**src/rtl/spi_mf_pkg.sv**
```systemverilog
package spi_mf_pkg;
    localparam int NGRP   = 2;
    localparam int BYTE_W = 8;
    localparam int CNT_W  = $clog2(BYTE_W);
    localparam int RATE_W = 2;
    localparam int HALF_W = (1 << RATE_W);

    typedef enum logic [1:0] {
        A_CTRL  = 2'd0,
        A_STAT  = 2'd1,
        A_DATA  = 2'd2,
        A_SSOUT = 2'd3
    } reg_addr_e;

    typedef struct packed {
        logic              alt;
        logic              irqen;
        logic              en;
        logic              master;
        logic              ssdir;
        logic              drv;
        logic [RATE_W-1:0] rate;
    } ctrl_t;

    typedef struct packed {
        logic sclk;
        logic mosi;
        logic miso;
        logic ssn;
    } pins_t;

    function automatic logic [HALF_W-1:0] half_len(input logic [RATE_W-1:0] rate);
        return HALF_W'(1) << rate;
    endfunction
endpackage

```
**src/rtl/spi_mf_sync.sv**
```systemverilog
module spi_mf_sync #(
    parameter int          WIDTH   = 1,
    parameter int          STAGES  = 2,
    parameter logic [WIDTH-1:0] RST_VAL = '0
) (
    input  logic             clk,
    input  logic             rst,
    input  logic [WIDTH-1:0] d,
    output logic [WIDTH-1:0] q
);
    logic [STAGES-1:0][WIDTH-1:0] stg;

    always_ff @(posedge clk) begin
        if (rst) stg <= {STAGES{RST_VAL}};
        else     stg <= {stg[STAGES-2:0], d};
    end

    assign q = stg[STAGES-1];
endmodule

```
**src/rtl/spi_mf_pinmux.sv**
```systemverilog
module spi_mf_pinmux
    import spi_mf_pkg::*;
(
    input  logic            alt,
    input  logic [NGRP-1:0] sclk_i,
    input  logic [NGRP-1:0] mosi_i,
    input  logic [NGRP-1:0] miso_i,
    input  logic [NGRP-1:0] ssn_i,
    output pins_t           in_sel,
    input  pins_t           out_v,
    input  pins_t           oe_v,
    output logic [NGRP-1:0] sclk_o,
    output logic [NGRP-1:0] sclk_oe,
    output logic [NGRP-1:0] mosi_o,
    output logic [NGRP-1:0] mosi_oe,
    output logic [NGRP-1:0] miso_o,
    output logic [NGRP-1:0] miso_oe,
    output logic [NGRP-1:0] ssn_o,
    output logic [NGRP-1:0] ssn_oe
);
    assign in_sel.sclk = sclk_i[alt];
    assign in_sel.mosi = mosi_i[alt];
    assign in_sel.miso = miso_i[alt];
    assign in_sel.ssn  = ssn_i[alt];

    for (genvar g = 0; g < NGRP; g++) begin : g_grp
        logic hit;
        assign hit        = (alt == 1'(g));
        assign sclk_o[g]  = hit & out_v.sclk;
        assign sclk_oe[g] = hit & oe_v.sclk;
        assign mosi_o[g]  = hit & out_v.mosi;
        assign mosi_oe[g] = hit & oe_v.mosi;
        assign miso_o[g]  = hit & out_v.miso;
        assign miso_oe[g] = hit & oe_v.miso;
        assign ssn_o[g]   = hit & out_v.ssn;
        assign ssn_oe[g]  = hit & oe_v.ssn;
    end
endmodule

```
**src/rtl/spi_mf_engine.sv**
```systemverilog
module spi_mf_engine
    import spi_mf_pkg::*;
(
    input  logic              clk,
    input  logic              rst,
    input  logic              en,
    input  logic              master,
    input  logic              ssdir,
    input  logic              drv,
    input  logic [RATE_W-1:0] rate,
    input  logic              sclk_s,
    input  logic              mosi_s,
    input  logic              ssn_s,
    input  logic              miso_raw,
    input  logic              wr_data,
    input  logic [BYTE_W-1:0] wdata,
    output logic              busy,
    output logic              done,
    output logic              fault,
    output logic [BYTE_W-1:0] rx_byte,
    output pins_t             out_v,
    output pins_t             oe_v
);
    logic [BYTE_W-1:0] sreg, tx_hold, tx_next;
    logic [CNT_W-1:0]  bitcnt;
    logic [HALF_W-1:0] half_cnt;
    logic              sck_q, rx_bit, sclk_d;
    logic              drive_mode, follow_mode, follow_sel;
    logic              sck_rise, start, half_end, last_fall, follow_last;

    assign drive_mode  = en & master;
    assign follow_mode = en & ~master;
    assign follow_sel  = follow_mode & ~ssn_s;
    assign fault       = drive_mode & ~ssdir & ~ssn_s;
    assign sck_rise    = sclk_s & ~sclk_d;
    assign start       = wr_data & drive_mode & ~busy & ~fault;
    assign half_end    = busy && (half_cnt == half_len(rate) - HALF_W'(1));
    assign last_fall   = half_end & sck_q & (bitcnt == CNT_W'(BYTE_W - 1));
    assign follow_last = ~busy & follow_sel & sck_rise & (bitcnt == CNT_W'(BYTE_W - 1));
    assign done        = ~fault & (last_fall | follow_last);
    assign tx_next     = wr_data ? wdata : tx_hold;
    assign rx_byte     = busy ? {sreg[BYTE_W-2:0], rx_bit} : {sreg[BYTE_W-2:0], mosi_s};

    always_ff @(posedge clk) begin
        if (rst) begin
            sreg     <= '0;
            tx_hold  <= '0;
            bitcnt   <= '0;
            half_cnt <= '0;
            sck_q    <= 1'b0;
            rx_bit   <= 1'b0;
            sclk_d   <= 1'b0;
            busy     <= 1'b0;
        end else begin
            sclk_d  <= sclk_s;
            tx_hold <= tx_next;
            if (fault) begin
                busy     <= 1'b0;
                sck_q    <= 1'b0;
                half_cnt <= '0;
                bitcnt   <= '0;
                sreg     <= tx_next;
            end else if (start) begin
                busy     <= 1'b1;
                sreg     <= wdata;
                half_cnt <= '0;
                sck_q    <= 1'b0;
                bitcnt   <= '0;
            end else if (busy) begin
                if (half_end) begin
                    half_cnt <= '0;
                    sck_q    <= ~sck_q;
                    if (!sck_q) begin
                        rx_bit <= miso_raw;
                    end else begin
                        sreg   <= {sreg[BYTE_W-2:0], rx_bit};
                        bitcnt <= bitcnt + CNT_W'(1);
                        if (last_fall) busy <= 1'b0;
                    end
                end else begin
                    half_cnt <= half_cnt + HALF_W'(1);
                end
            end else if (follow_mode) begin
                if (ssn_s) begin
                    bitcnt <= '0;
                    sreg   <= tx_next;
                end else if (sck_rise) begin
                    bitcnt <= bitcnt + CNT_W'(1);
                    if (follow_last) sreg <= tx_next;
                    else             sreg <= {sreg[BYTE_W-2:0], mosi_s};
                end else if (wr_data && bitcnt == '0) begin
                    sreg <= wdata;
                end
            end
        end
    end

    always_comb begin
        out_v = '0;
        oe_v  = '0;
        if (drive_mode) begin
            out_v.sclk = sck_q;
            out_v.mosi = busy & sreg[BYTE_W-1];
            oe_v.sclk  = 1'b1;
            oe_v.mosi  = 1'b1;
        end else if (follow_sel && drv) begin
            out_v.miso = sreg[BYTE_W-1];
            oe_v.miso  = 1'b1;
        end
    end

    p_fault_no_done_r8: assert property (@(posedge clk) disable iff (rst)
        fault |-> !done);
    p_fault_stops_r8: assert property (@(posedge clk) disable iff (rst)
        fault |=> (!busy && !sck_q));
    p_start_busy_r2: assert property (@(posedge clk) disable iff (rst)
        start |=> busy);
    p_release_clears_r5: assert property (@(posedge clk) disable iff (rst)
        (follow_mode && ssn_s && !busy) |=> (bitcnt == '0));
endmodule

```
**src/rtl/spi_mf_port.sv**
```systemverilog
module spi_mf_port
    import spi_mf_pkg::*;
(
    input  logic              clk,
    input  logic              rst,
    input  logic [1:0]        reg_addr,
    input  logic              reg_wr,
    input  logic              reg_rd,
    input  logic [BYTE_W-1:0] reg_wdata,
    output logic [BYTE_W-1:0] reg_rdata,
    input  logic              gie,
    output logic              irq,
    input  logic [NGRP-1:0]   sclk_i,
    output logic [NGRP-1:0]   sclk_o,
    output logic [NGRP-1:0]   sclk_oe,
    input  logic [NGRP-1:0]   mosi_i,
    output logic [NGRP-1:0]   mosi_o,
    output logic [NGRP-1:0]   mosi_oe,
    input  logic [NGRP-1:0]   miso_i,
    output logic [NGRP-1:0]   miso_o,
    output logic [NGRP-1:0]   miso_oe,
    input  logic [NGRP-1:0]   ssn_i,
    output logic [NGRP-1:0]   ssn_o,
    output logic [NGRP-1:0]   ssn_oe
);
    ctrl_t             ctrl_q;
    logic              ssout_q, flag_q, arm_q;
    logic [BYTE_W-1:0] data_q;
    pins_t             in_sel, eng_out, eng_oe, out_v, oe_v;
    logic [2:0]        sync_q;
    logic              busy, done, fault, wr_data, data_acc, drive_ss;
    logic [BYTE_W-1:0] rx_byte;

    assign wr_data  = reg_wr && (reg_addr == A_DATA);
    assign data_acc = (reg_wr || reg_rd) && (reg_addr == A_DATA);

    spi_mf_pinmux u_mux (
        .alt(ctrl_q.alt), .sclk_i(sclk_i), .mosi_i(mosi_i), .miso_i(miso_i), .ssn_i(ssn_i),
        .in_sel(in_sel), .out_v(out_v), .oe_v(oe_v),
        .sclk_o(sclk_o), .sclk_oe(sclk_oe), .mosi_o(mosi_o), .mosi_oe(mosi_oe),
        .miso_o(miso_o), .miso_oe(miso_oe), .ssn_o(ssn_o), .ssn_oe(ssn_oe)
    );

    spi_mf_sync #(.WIDTH(3), .STAGES(2), .RST_VAL(3'b001)) u_sync (
        .clk(clk), .rst(rst),
        .d({in_sel.sclk, in_sel.mosi, in_sel.ssn}),
        .q(sync_q)
    );

    spi_mf_engine u_eng (
        .clk(clk), .rst(rst),
        .en(ctrl_q.en), .master(ctrl_q.master), .ssdir(ctrl_q.ssdir), .drv(ctrl_q.drv),
        .rate(ctrl_q.rate),
        .sclk_s(sync_q[2]), .mosi_s(sync_q[1]), .ssn_s(sync_q[0]), .miso_raw(in_sel.miso),
        .wr_data(wr_data), .wdata(reg_wdata),
        .busy(busy), .done(done), .fault(fault), .rx_byte(rx_byte),
        .out_v(eng_out), .oe_v(eng_oe)
    );

    assign drive_ss = ctrl_q.en & ctrl_q.master & ctrl_q.ssdir;

    always_comb begin
        out_v     = eng_out;
        oe_v      = eng_oe;
        out_v.ssn = drive_ss & ssout_q;
        oe_v.ssn  = drive_ss;
    end

    always_ff @(posedge clk) begin
        if (rst) begin
            ctrl_q  <= '0;
            ssout_q <= 1'b0;
            flag_q  <= 1'b0;
            arm_q   <= 1'b0;
            data_q  <= '0;
        end else begin
            if (reg_wr && reg_addr == A_CTRL)  ctrl_q  <= ctrl_t'(reg_wdata);
            if (fault)                         ctrl_q.master <= 1'b0;
            if (reg_wr && reg_addr == A_SSOUT) ssout_q <= reg_wdata[0];
            if (done)                          data_q  <= rx_byte;
            if (done || fault)                 flag_q  <= 1'b1;
            else if (arm_q && data_acc)        flag_q  <= 1'b0;
            if (data_acc)                      arm_q   <= 1'b0;
            else if (reg_rd && reg_addr == A_STAT && flag_q) arm_q <= 1'b1;
        end
    end

    always_comb begin
        case (reg_addr_e'(reg_addr))
            A_CTRL:  reg_rdata = ctrl_q;
            A_STAT:  reg_rdata = {flag_q, {(BYTE_W-2){1'b0}}, busy};
            A_DATA:  reg_rdata = data_q;
            default: reg_rdata = {{(BYTE_W-1){1'b0}}, ssout_q};
        endcase
    end

    assign irq = flag_q & ctrl_q.irqen & gie;

    p_fault_drops_master_r7: assert property (@(posedge clk) disable iff (rst)
        fault |=> (!ctrl_q.master && flag_q));
    p_master_hold_r9: assert property (@(posedge clk) disable iff (rst)
        (!ctrl_q.master && !(reg_wr && reg_addr == A_CTRL)) |=> !ctrl_q.master);
    p_flag_source_r7: assert property (@(posedge clk) disable iff (rst)
        (!flag_q && !done && !fault) |=> !flag_q);
    p_flag_clear_r11: assert property (@(posedge clk) disable iff (rst)
        (arm_q && data_acc && !done && !fault) |=> !flag_q);
    p_follow_quiet_r3: assert property (@(posedge clk) disable iff (rst)
        (ctrl_q.en && !ctrl_q.master) |-> (sclk_oe == '0 && mosi_oe == '0 && ssn_oe == '0));
endmodule

```
**config.mk**
```make
export PLATFORM = sky130hd
export DESIGN_NAME = spi_mf_port
export DESIGN_NICKNAME = d
export VERILOG_FILES = /design/src/rtl/spi_mf_pkg.sv /design/src/rtl/spi_mf_sync.sv /design/src/rtl/spi_mf_pinmux.sv /design/src/rtl/spi_mf_engine.sv /design/src/rtl/spi_mf_port.sv
export SDC_FILE = /design/constraint.sdc
export NUM_CORES = 1
export LEC_CHECK = 0
export BUFFER_PORTS_ARGS = -buffer_cell sky130_fd_sc_hd__buf_2
export CAP_MARGIN = 20
export CORE_MARGIN = 4
export CORE_UTILIZATION = 45
export CTS_CLUSTER_SIZE = 30
export DETAILED_ROUTE_END_ITERATION = 12
export GPL_TIMING_DRIVEN = 1
export PLACE_DENSITY = 0.64
export SLEW_MARGIN = 25
export SYNTH_ARGS = -nofsm -noshare
export SYNTH_HDL_FRONTEND = slang
export SYNTH_HIERARCHICAL = 1
export SYNTH_SLANG_ARGS = --single-unit
```
**constraint.sdc**
```tcl
create_clock -name clk -period 2.05 [get_ports clk]
set_input_delay 0 -clock clk [delete_from_list [all_inputs] [get_ports clk]]
set_output_delay 0 -clock clk [all_outputs]
set_load 0.01 [all_outputs]
```
Word level (Yosys, flattened, before mapping)

Cells that the tools add are included.

Input port bits: 23
Output and inout bits: 25
Word-level logic and storage cells: 148
Bits in registers: 52

Shifts and indexed selects: 1
Mux-type cells: 41
Bitwise operators: 46
Reduce and logical (&&, ||, !) cells: 26
Eq/ne operators: 9
Order comparisons: 1
Add/subtract/negate cells: 3

Operators by type and width:

| kind                                              | count |
|---|---|
| two-way mux 8 bit                                 | 11 |
| bitwise AND 1 bit                                 | 36 |
| case mux 8 bit (3 select lines)                   | 1 |
| two-way mux 1 bit                                 | 20 |
| two-way mux 3 bit                                 | 6 |
| logical AND 1 bit                                 | 10 |
| inverter 1 bit                                    | 9 |
| != test 4 bit (second input constant)             | 2 |
| AND reduction 4 bit                               | 2 |
| nonzero test 6 bit                                | 1 |
| AND reduction 5 bit                               | 1 |
| adder 4 x 1 -> 4 bit (second input constant)      | 1 |
| equality test 2 bit (second input constant)       | 2 |
| equality test 4 bit                               | 1 |
| two-way mux 2 bit                                 | 2 |
| two-way mux 4 bit                                 | 1 |
| != test 2 bit (second input constant)             | 2 |
| nonzero test 2 bit                                | 2 |
| nonzero test 4 bit                                | 1 |
| OR reduction 2 bit                                | 2 |
| left shift 1 x 2 -> 4 bit (first input constant)  | 1 |
| subtractor 4 x 1 -> 4 bit (second input constant) | 1 |
| adder 3 x 1 -> 3 bit (second input constant)      | 1 |
| equality test 3 bit (second input constant)       | 1 |
| other kinds (9)                                   | 10 |

Logic depth before layout (Yosys ltp)

Word-level depth: 13
Gate-level depth with buffers: 10
Gate-level depth less buffers: 7

Hierarchy

Netlist, hierarchy kept.

By module, submodules not included:

| module        | cells an instance | area an instance (µm²) | sequential area each (µm²) | times used |
|---|---|---|---|---|
| spi_mf_engine | 211               | 1760.4                 | 540.5                      | 1 |
| spi_mf_port   | 98                | 874.6                  | 380.4                      | 1 |
| spi_mf_pinmux | 22                | 181.4                  | 0.0                        | 1 |
| spi_mf_sync   | 15                | 180.2                  | 120.1                      | 1 |

Worst setup path before layout

OpenSTA, ideal clock, no wires.

Path kind: reg-to-reg
From: register u_sync.stg (netlist bit u_sync/q[0])
To: register u_eng.sreg[4]
Data arrival time: 1.992 ns
Slack: -0.016 ns
Path buffers: 1
Clock period less this slack: 2.066 ns
Setup time: 0.074 ns
Stages on the path, launching flop included: 7
Required time: 1.976 ns
Path through: dfxtp_1 buf_4 or4b_4 o21a_4 o32a_1 a2111o_1 a31oi_1

Word-level cells in the longest chain between the ends: 12
Elaborated cells between the ends (all ways): 20
Classes of those cells: eq/ne: 2; mux: 7; bitwise: 8; reduce/logical: 3

RTL lines:

| element                         | RTL line                                 | text |
|---|---|---|
| from (decl)                     | spi_mf_sync.sv:11                        | `logic [STAGES-1:0][WIDTH-1:0] stg;` |
| from (signal assigned)          | spi_mf_sync.sv:14                        | `if (rst) stg <= {STAGES{RST_VAL}};` |
| from (signal assigned)          | spi_mf_sync.sv:15                        | `else stg <= {stg[STAGES-2:0], d};` |
| inverter 1 bit                  | spi_mf_engine.sv:33, spi_mf_engine.sv:34 |  |
| bitwise AND 1 bit               | spi_mf_engine.sv:33                      | `assign follow_sel = follow_mode & ~ssn_s;` |
| bitwise AND 1 bit (3 in series) | spi_mf_engine.sv:39                      | `assign follow_last = ~busy & follow_sel & sck_rise & (bitcnt == CNT_W'(BYTE_W - 1));` |
| two-way mux 8 bit               | spi_mf_engine.sv:89                      | `if (follow_last) sreg <= tx_next;` |
| two-way mux 8 bit               | spi_mf_engine.sv:87                      | `end else if (sck_rise) begin` |
| two-way mux 8 bit               | spi_mf_engine.sv:84                      | `if (ssn_s) begin` |
| two-way mux 8 bit               | spi_mf_engine.sv:83                      | `end else if (follow_mode) begin` |
| two-way mux 8 bit               | spi_mf_engine.sv:69                      | `end else if (busy) begin` |
| two-way mux 8 bit               | spi_mf_engine.sv:63                      | `end else if (start) begin` |
| two-way mux 8 bit               | spi_mf_engine.sv:57                      | `if (fault) begin` |
| to (signal assigned)            | spi_mf_engine.sv:62                      | `sreg <= tx_next;` |
| to (signal assigned)            | spi_mf_engine.sv:65                      | `sreg <= wdata;` |
| to (signal assigned)            | spi_mf_engine.sv:86                      | `sreg <= tx_next;` |
| to (decl)                       | spi_mf_engine.sv:24                      | `logic [BYTE_W-1:0] sreg, tx_hold, tx_next;` |

Parallel ways exist; a longest one is shown, timed or not. The select of a mux whose other input is x is not followed.
A chain may end at the register's enable or synchronous reset.

Final worst setup path

From: register u_eng.busy
To: register u_eng.sreg[2]

Word-level cells in the longest chain between the ends: 11
Elaborated cells between the ends (all ways): 19
Classes of those cells: eq/ne: 2; mux: 7; bitwise: 6; reduce/logical: 4

RTL lines:

| element                         | RTL line                                 | text |
|---|---|---|
| from (decl)                     | spi_mf_engine.sv:17                      | `output logic busy,` |
| from (signal assigned)          | spi_mf_engine.sv:53                      | `busy <= 1'b0;` |
| from (signal assigned)          | spi_mf_engine.sv:58                      | `busy <= 1'b0;` |
| from (signal assigned)          | spi_mf_engine.sv:64                      | `busy <= 1'b1;` |
| inverter 1 bit                  | spi_mf_engine.sv:36, spi_mf_engine.sv:39 |  |
| bitwise AND 1 bit (3 in series) | spi_mf_engine.sv:39                      |  |
| two-way mux 8 bit               | spi_mf_engine.sv:89                      |  |
| two-way mux 8 bit               | spi_mf_engine.sv:87                      |  |
| two-way mux 8 bit               | spi_mf_engine.sv:84                      |  |
| two-way mux 8 bit               | spi_mf_engine.sv:83                      |  |
| two-way mux 8 bit               | spi_mf_engine.sv:69                      |  |
| two-way mux 8 bit               | spi_mf_engine.sv:63                      |  |
| two-way mux 8 bit               | spi_mf_engine.sv:57                      |  |

Parallel ways exist; a longest one is shown, timed or not. The select of a mux whose other input is x is not followed.

==> key figures <==
Outcome
  – Status: complete, but fails checks
  – Violated checks: setup timing

Global route
  – Initial antenna violation count: 0
  – Gr usage total: approximately 20%
  – Global-route wire length before repair: about 13,000 um
  – Largest net degree at the start of global routing: 26
  – Gr ovfl total: 0
  – Vias in the first global route: ~2,500

Worst setup path
  – Startpoint type of the worst setup path: flop
  – Crit. End Element: flop
  – Worst Path Arrival: ~2300 ps
  – Worst path bufs/invs: 0
  – CP max FO: 6
  – Kind of critical path: flop to flop
  – Cell Chain, Critical Path: or4b_4, o21a_4, or3_1, a2111o_1, a31oi_1
  – Crit-path max cell delay: about 560 ps
  – WP data required: about 2300 ps
  – Slowest CP cell: or4b_4
  – CP top delay family: simple AND/OR/NAND/NOR gates

Yosys
  – Synthesized area: 2980 um2
  – Synth warn: 6
  – Synth Net Count: between 300 and 400
  – Synth Instances: 343
  – Synthesized area per cell: ~8.7 um2

Finish
  – Area Growth Syn to Fin: 25.1%
  – Layout cells sized above 1: 29.8%
  – Seq. cell area: about 1000 um2
  – Final net count: 439
  – Fillers: between 600 and 700
  – Multi-input combinational cell area: approximately 1800 um2
  – ANT cells: 0

Detailed routing
  – Total detailed-routing wirelength: 7840 um
  – Antenna Violating Nets Remaining: 0
  – Drt via density: approximately 5.6
  – Pre-antenna DRT Iters: 4
  – Detailed Route Iter0 Violations: approximately 220
  – DRC Markers: 0
  – Drt wl/cell: 16.0 um
  – Vias: about 2,700

Place
  – Post-DP HPWL: 5790 um
  – Port Buffers: 47
  – RePlAce Congestion: between 0.9 and 1

Power and ir drop
  – Leak Pwr: 1.55 nW
  – Tot Pwr: 2.01 mW
  – Max VDD drop: just under 400 uV
  – PwrDens: 539 nW/um2

Floorplanning
  – Die X: approximately 90 um
  – Die Area: 7980 um2
  – FP Rows: 29
  – Chip Height: just under 90 um
  – Io pins: 48
  – Core area: approximately 6400 um2
  – Initial core utilization: 46.6%

Clock tree
  – CTS Sinks: 52
  – Clock root cell: clkbuf_8
  – CTS tree: built
  – Worst-skew pair later-pin latency: ~310 ps
  – Clock slew at reported path FFs: ~100 ps
  – CTS Buffer Depth: 2
  – H-tree levels: 2
  – CTS buffer count: 5

Flow run
  – Max Cap Viol: 0

STA
  – Final setup viols: 1
  – Fmax: 480 MHz
  – Period minus WS final: 2080 ps
  – Setup tns final: -32.6 ps
  – Slew Viols, Final: 0
  – Final Hold Vio Count: 0
  – Clock skew: ~4.6 ps
  – RSZ-0062 raised after global routing: yes
  – Worst-Margin Slew: 478 ps
  – Final Cycle Share: 102%
  – Slew headroom: about two thirds
  – Final setup margin: -32.6 ps

Worst hold path
  – Worst hold path type: input port to flop
[worst min-delay path, stage by stage]
cell and delay, ps:
buf_2 120, mux2i_1 80, nor3_2 90
[cells in the final DEF (no fill, tap or decap), types with 10 or more instances in the layout]
| master | count |
|---|---|
| a21oi_1 | 13 |
| a31oi_1 | 15 |
| buf_2 | 47 |
| buf_4 | 35 |
| dfxtp_1 | 47 |
| inv_1 | 11 |
| mux2i_1 | 27 |
| nand2_1 | 23 |
| nand3_1 | 10 |
| nor2_1 | 36 |
| nor2b_1 | 11 |
[what timing repair did]
action | 4_1_cts | 5_1_grt
buffers inserted | 0 | 2
hold buffers | 9 | 0
cloned | 0 | 0
pin swaps | 0 | 2
resized for setup | 0 | 21
endpoints found under the hold margin | 9 | 0
endpoints found under the setup margin | 1 | 21
[stage by stage]
step	cell area (um2)	hold WS, ps	setup WS [ps]	util, %	std cells
after floorplan	2980	71.6	4.70	-	343
after global placement	3410	271	48.8	53.4	471
after detailed placement	3410	270	21.8	53.4	471
after CTS	3620	16.4	-0.393	56.7	488
after global routing	3720	23.9	-123	58.3	490
final	3720	17.9	-32.6	58.3	490
[per-layer routing]
layer | up-vias | GRT usage (%) | wire length, um
li1 | 1356 | - | -
met1 | 1291 | 28.6 | 3660
met2 | 78 | 32.1 | 3630
met3 | 10 | 3.04 | 485
met4 | 0 | 4.74 | 70
met5 | - | 0 | 0
[layout make-up]
class	instances	area share, %
inverter	11	1.11
tap	77	2.59
clock inverter	2	1.04
clock buffer	6	2.22
timing repair buffer	93	16.9
sequential	52	28.1
multi-input combinational	249	48.1
[where the power goes]
part	internal, mW	switching (mW)	total [mW]
Combinational	0.104	0.106	0.210
Clock	0.400	0.353	0.753
Sequential	1.03	0.0153	1.04
Total	1.53	0.475	2.01
[state kept, by name (all words and copies together) (netlist names)]
| name | cells |
|---|---|
| u_sync/q | 3 |
| u_eng/tx_hold | 8 |
| arm_q | 1 |
| ctrl_q | 8 |
| u_eng/bitcnt | 3 |
| u_eng/half_cnt | 4 |
| flag_q | 1 |
| u_eng/sreg | 8 |
| ssout_q | 1 |
| u_eng/sclk_d | 1 |
| u_sync/stg | 3 |
| u_eng/sck_q | 1 |
| u_eng/busy | 1 |
| u_eng/rx_bit | 1 |
| data_q | 8 |
[final timing paths]
kind,end,slack (ps),cells after the start,start
setup reg to reg,u_eng/sreg[2],-30,5,u_eng/busy
hold / removal,ctrl_q[4],20,3,reg_wdata[4]
hold reg to reg,u_sync/q[0],410,1,u_sync/stg[0]
setup / recovery,u_eng/sreg[2],-30,5,u_eng/busy
Power figures use the tool's default switching activity.
